### config.mk
export PLATFORM = sky130hd
export DESIGN_NAME = sm3_core
export DESIGN_NICKNAME = d
export VERILOG_FILES = /design/src/rtl/sm3_pkg.sv /design/src/rtl/sm3_msg_sched.sv /design/src/rtl/sm3_round.sv /design/src/rtl/sm3_ctrl.sv /design/src/rtl/sm3_core.sv
export SDC_FILE = /design/constraint.sdc
export NUM_CORES = 2
export LEC_CHECK = 0
export BUFFER_PORTS_ARGS = -buffer_cell sky130_fd_sc_hd__clkbuf_2
export CAP_MARGIN = 20
export CORE_AREA = 2 2 342 344
export DETAILED_ROUTE_END_ITERATION = 7
export DIE_AREA = 0 0 344 346
export HOLD_SLACK_MARGIN = 0.08
export PLACE_DENSITY_LB_ADDON = 0.2
export SETUP_SLACK_MARGIN = 0.02
export SLEW_MARGIN = 20
export SYNTH_ARGS = -nofsm -noshare
export SYNTH_HDL_FRONTEND = slang
export SYNTH_SLANG_ARGS = --single-unit
### constraint.sdc
create_clock -name clk -period 20.4 [get_ports clk]
set_input_delay 4.08 -clock clk [delete_from_list [all_inputs] [get_ports clk]]
set_output_delay 4.08 -clock clk [all_outputs]
set_load 0.02 [all_outputs]
### src/rtl/sm3_pkg.sv
package sm3_pkg;
  localparam int WORD_W     = 32;
  localparam int BLK_WORDS  = 16;
  localparam int ST_WORDS   = 8;
  localparam int ROUNDS     = 64;
  localparam int SWITCH_RND = 16;
  localparam int BLK_W      = BLK_WORDS * WORD_W;
  localparam int ST_W       = ST_WORDS * WORD_W;

  typedef logic [WORD_W-1:0] word_t;

  typedef struct packed {
    word_t a; word_t b; word_t c; word_t d;
    word_t e; word_t f; word_t g; word_t h;
  } state_t;

  localparam state_t IV = '{
    a: 32'h7380166F, b: 32'h4914B2B9, c: 32'h172442D7, d: 32'hDA8A0600,
    e: 32'hA96F30BC, f: 32'h163138AA, g: 32'hE38DEE4D, h: 32'hB0FB0E4E
  };

  localparam word_t T_EARLY = 32'h79CC4519;
  localparam word_t T_LATE  = 32'h7A879D8A;

  function automatic word_t rotl(input word_t x, input logic [4:0] n);
    if (n == 5'd0) return x;
    return (x << n) | (x >> (6'd32 - {1'b0, n}));
  endfunction

  function automatic word_t perm0(input word_t x);
    return x ^ rotl(x, 5'd9) ^ rotl(x, 5'd17);
  endfunction

  function automatic word_t perm1(input word_t x);
    return x ^ rotl(x, 5'd15) ^ rotl(x, 5'd23);
  endfunction

  function automatic word_t bool_ff(input word_t x, input word_t y, input word_t z, input logic late);
    return late ? ((x & y) | ((x | y) & z)) : (x ^ y ^ z);
  endfunction

  function automatic word_t bool_gg(input word_t x, input word_t y, input word_t z, input logic late);
    return late ? (z ^ (x & (y ^ z))) : (x ^ y ^ z);
  endfunction
endpackage

### src/rtl/sm3_msg_sched.sv
module sm3_msg_sched
  import sm3_pkg::*;
#(
  parameter int WIN  = BLK_WORDS,
  parameter int LEAD = 4,
  localparam int IN_W = WIN * WORD_W
) (
  input  logic            clk,
  input  logic            load,
  input  logic            shift,
  input  logic [IN_W-1:0] blk,
  output word_t           w_cur,
  output word_t           w_lead
);
  word_t win [WIN];
  word_t nxt;

  always_comb begin
    nxt = perm1(win[0] ^ win[7] ^ rotl(win[13], 5'd15)) ^ rotl(win[3], 5'd7) ^ win[10];
  end

  genvar gi;
  generate
    for (gi = 0; gi < WIN; gi++) begin : g_slot
      always_ff @(posedge clk) begin
        if (load) begin
          win[gi] <= blk[(WIN-1-gi)*WORD_W +: WORD_W];
        end else if (shift) begin
          if (gi == WIN-1) win[gi] <= nxt;
          else             win[gi] <= win[(gi+1) % WIN];
        end
      end
    end
  endgenerate

  assign w_cur  = win[0];
  assign w_lead = win[LEAD];
endmodule

### src/rtl/sm3_round.sv
module sm3_round
  import sm3_pkg::*;
(
  input  state_t st,
  input  word_t  wj,
  input  word_t  wpj,
  input  word_t  tj,
  input  logic   late,
  output state_t nx
);
  word_t a12, ss1, ss2, tt1, tt2;

  always_comb begin
    a12 = rotl(st.a, 5'd12);
    ss1 = rotl(a12 + st.e + tj, 5'd7);
    ss2 = ss1 ^ a12;
    tt1 = bool_ff(st.a, st.b, st.c, late) + st.d + ss2 + wpj;
    tt2 = bool_gg(st.e, st.f, st.g, late) + st.h + ss1 + wj;
    nx.a = tt1;
    nx.b = st.a;
    nx.c = rotl(st.b, 5'd9);
    nx.d = st.c;
    nx.e = perm0(tt2);
    nx.f = st.e;
    nx.g = rotl(st.f, 5'd19);
    nx.h = st.g;
  end
endmodule

### src/rtl/sm3_ctrl.sv
module sm3_ctrl
  import sm3_pkg::*;
#(
  parameter int NRND = ROUNDS,
  localparam int CW = $clog2(NRND)
) (
  input  logic          clk,
  input  logic          rst,
  input  logic          start,
  output logic          busy,
  output logic          done,
  output logic          accept,
  output logic          run,
  output logic          fin,
  output logic [CW-1:0] rnd
);
  typedef enum logic [1:0] {S_IDLE, S_RUN, S_FIN} phase_t;
  phase_t phase;

  assign busy   = (phase != S_IDLE);
  assign accept = (phase == S_IDLE) && start;
  assign run    = (phase == S_RUN);
  assign fin    = (phase == S_FIN);

  always_ff @(posedge clk) begin
    if (rst) begin
      phase <= S_IDLE;
      rnd   <= '0;
      done  <= 1'b0;
    end else begin
      done <= fin;
      case (phase)
        S_IDLE: if (start) begin
          phase <= S_RUN;
          rnd   <= '0;
        end
        S_RUN: begin
          rnd <= rnd + 1'b1;
          if (rnd == CW'(NRND-1)) phase <= S_FIN;
        end
        default: phase <= S_IDLE;
      endcase
    end
  end
endmodule

### src/rtl/sm3_core.sv
module sm3_core
  import sm3_pkg::*;
#(
  parameter int NRND = ROUNDS,
  localparam int CW = $clog2(NRND)
) (
  input  logic             clk,
  input  logic             rst,
  input  logic             init,
  input  logic             start,
  input  logic [BLK_W-1:0] block,
  output logic             busy,
  output logic             done,
  output logic [ST_W-1:0]  digest
);
  state_t chain, work, nx, chain_src;
  logic accept, run, fin, late;
  logic [CW-1:0] rnd;
  word_t w_cur, w_lead, tj;

  sm3_ctrl #(.NRND(NRND)) u_ctrl (
    .clk(clk), .rst(rst), .start(start), .busy(busy), .done(done),
    .accept(accept), .run(run), .fin(fin), .rnd(rnd)
  );

  sm3_msg_sched #(.WIN(BLK_WORDS), .LEAD(4)) u_sched (
    .clk(clk), .load(accept), .shift(run), .blk(block),
    .w_cur(w_cur), .w_lead(w_lead)
  );

  always_comb begin
    late = (rnd >= CW'(SWITCH_RND));
    tj   = rotl(late ? T_LATE : T_EARLY, rnd[4:0]);
  end

  sm3_round u_round (
    .st(work), .wj(w_cur), .wpj(w_cur ^ w_lead), .tj(tj), .late(late), .nx(nx)
  );

  assign chain_src = init ? IV : chain;

  always_ff @(posedge clk) begin
    if (rst) begin
      chain <= IV;
      work  <= '0;
    end else if (accept) begin
      chain <= chain_src;
      work  <= chain_src;
    end else if (!busy && init) begin
      chain <= IV;
    end else if (run) begin
      work <= nx;
    end else if (fin) begin
      chain <= chain ^ work;
    end
  end

  assign digest = chain;
endmodule

==> results by group <==
Run status
  • Status: complete, no violations

Global route
  • Number of global-route vias before repair: 53407
  • Initial antenna violation count: 13
  • Largest net degree at the start of global routing: 210
  • Overall Global Routing Usage: a little over two fifths
  • Grt total ovfl: 0
  • First-pass GRT wire length: 375 mm

Clock tree
  • CTS tree: done
  • Total CTS buffers: 113
  • Clock Path Buffers: 3
  • Clk slew on worst S/H paths: around 60 ps
  • # clock sinks: a little over 1000
  • CTS Root Buffer Type: clkbuf_16
  • Post-CTS sizing: 0
  • CTS Hold Bufs: 0
  • Post-CTS Setup Bufs: 0
  • CTS HTree Levels: 3
  • Worst-Skew Late Latency: roughly 760 ps

STA
  • Fmax: 90.1 MHz
  • Worst slew pin tran: 1190 ps
  • Fin Hold WS: 489 ps
  • Final worst path period need: 11100 ps
  • Period Utilization, post-route: 54.4%
  • Final setup fails: 0
  • Final Hold Fails: 0
  • Unrepaired setup endpoints after global routing: false
  • Max Clock Skew: about 68 ps
  • Worst slew margin: roughly a fifth
  • Post-route setup TNS: 0 ps
  • Slew Limit Fails: 0

Die
  • Die Span Y: 346 µm
  • Core footprint: 115000 µm²
  • Starting Density: 53.5%
  • IO Pins: 774
  • Die ar.: 119000 µm²
  • Die width: 344 µm
  • Site row count: 125

Worst setup path
  • Crit-path max FO: 48
  • Worst Path Required: ~21000 ps
  • FF-to-FF setup slack: a little over 9000 ps
  • CP max-delay cell: o32ai_1
  • R2r endpoint: work[255]
  • Arrival @ worst endpoint: 11700 ps
  • Reg2Reg Depth: 39
  • Worst R2R Start: u_ctrl.rnd[1]
  • Worst path max stage delay: 580 ps
  • Crit start category: register
  • Critical path type: reg2reg
  • Critical Path End Type: register

Logic synthesis
  • Yosys warnings: 0
  • Net Count, Synth: 8279
  • Area of the mapped netlist: about 60000 µm²
  • Post-synth top flop: dfxtp_1
  • EDFF count, synth: around 500
  • Syn_area_per_cell: 8.26 µm²
  • Gate Count Post-Synth: 7473
  • Number of distinct library cells after synthesis: 76
  • Synth Register Bits: ~1000
  • Post-synth ARST share: 0%
  • Sequential area share after synthesis: 41.8%

Layout
  • Commonest cells after routing, fill and taps aside: 1797 x nand2_1, 791 x nor2_1, 772 x clkbuf_2
  • Synth-to-Final Area Change: 13.7%
  • Share of layout cells above drive strength 1: 14.2%
  • NumNets Final: 8742
  • Commonest non-fill, non-tap cell in the layout: nand2_1

Drt
  • Final wirelength: 266 mm
  • Routed Antenna Nets: 0
  • Drt pass-1 iters: 8
  • Drt wl/cell: approximately 28 µm
  • Via count: 58353
  • Post-route DRC: 0
  • Starting DRT DRC Count: 8429
  • Vias per inst: 6.10

Worst hold path
  • Hold WC Path Type: reg2reg
  • Hold path depth: 2
  • Worst hold start: digest[8]
  • WHS Endpoint: digest[8]

Placement
  • DP HPWL: between 200 and 250 mm
  • Final Wtd Congestion: 1.02
  • Input/output buffers: 773

Run
  • Max-cap violation count: 0
## registers in the layout, indices dropped and copies added (netlist names)
signal,count
u_sched.win,512
digest,256
u_ctrl.rnd,6
u_ctrl.phase,2
work,256
u_ctrl.done,1
## synthesized netlist by cell type (all sizes together), types with 12 or more instances
library cell	number	area, µm²
nand2	1798	6750
edfxtp	512	15400
a31oi	40	250
nand2b	126	788
inv	322	1210
a22oi	86	656
o22ai	31	194
a211oi	223	1680
o211ai	14	105
dfxtp	521	10400
a221oi	42	368
nor2	795	2980
a21oi	388	1950
a311oi	15	131
o21ai	496	2480
mux2i	26	260
ha	102	1280
o21a	12	90.1
clkbuf	459	1730
nor2b	67	419
nor3	268	1340
and3	154	963
nor3b	20	150
mux2	77	867
fa	188	3760
a21o	45	338
xnor2	340	2980
buf	42	159
nand3	65	325
xor2	76	666
## layer usage
layer  vias up  global-route usage (%)  part of all wire [%]
met5         -                       0                 0.039
met3       657                    8.04                    11
li1      26189                       -                     -
met2      3649                    66.4                    45
met4        16                    27.0                   7.4
met1     27842                    56.9                    37
## cells by family after synthesis
kind of cell | count (synthesis) | share of synthesized area [%]
buf+inv | 828 | 5.05
xor+xnor | 416 | 5.91
compound gates | 1483 | 14.7
mux | 103 | 1.83
simple gates | 3317 | 22.5
fa+ha+maj | 293 | 8.22
flops | 1033 | 41.8
## critical path, delay by kind of cell (launching register included)
| family | cells | cell delay (ps) |
|---|---|---|
| buffers and inverters | 3 | 1210 |
| AND/OR/NAND/NOR | 6 | 830 |
| XOR/XNOR | 4 | 810 |
| AO/OA/AOI/OAI | 19 | 4920 |
| adder cells (fa/ha/maj) | 7 | 2820 |
| flip-flops | 1 | 310 |
## layout make-up
class	instances	area [µm²]
fillers	10330	45300
multi-input cells	5612	32900
flip-flops and latches	1033	25800
repair buffers	850	4540
clock buffers	151	3100
well taps	1524	1910
inverters	326	1230
clock inverters	61	659
diodes	8	20.0
## per-stage QoR
stage / std cells / cell area [µm²] / worst slack [ps] / utilization [%]
3_5_place_dp: 9344 / 66400 / 9620 / 57.5
2_1_floorplan: 7473 / 61700 / 716 / -
6_report: 9565 / 70200 / 9300 / 60.8
4_1_cts: 9556 / 70100 / 9520 / 60.8
5_1_grt: 9559 / 70200 / 8720 / 60.8
3_3_place_gp: 9344 / 66400 / 9590 / 57.5
## worst max-delay path by stage
stage / start / endpoint / slack, ps / cells after the start
finish: u_ctrl.rnd[1] / work[255] / 9300 / 39
global route: u_ctrl.rnd[1] / work[255] / 8720 / 41
CTS: u_ctrl.rnd[1] / work[255] / 9520 / 39
detailed placement: u_ctrl.rnd[1] / work[255] / 9620 / 39
global placement: u_ctrl.rnd[1] / work[255] / 9590 / 39
floorplan: start / work[202] / 720 / 5
Power is left out: the tool's default activity adds up to more than one toggle a clock period on the data nets, which glitch-free logic cannot reach.
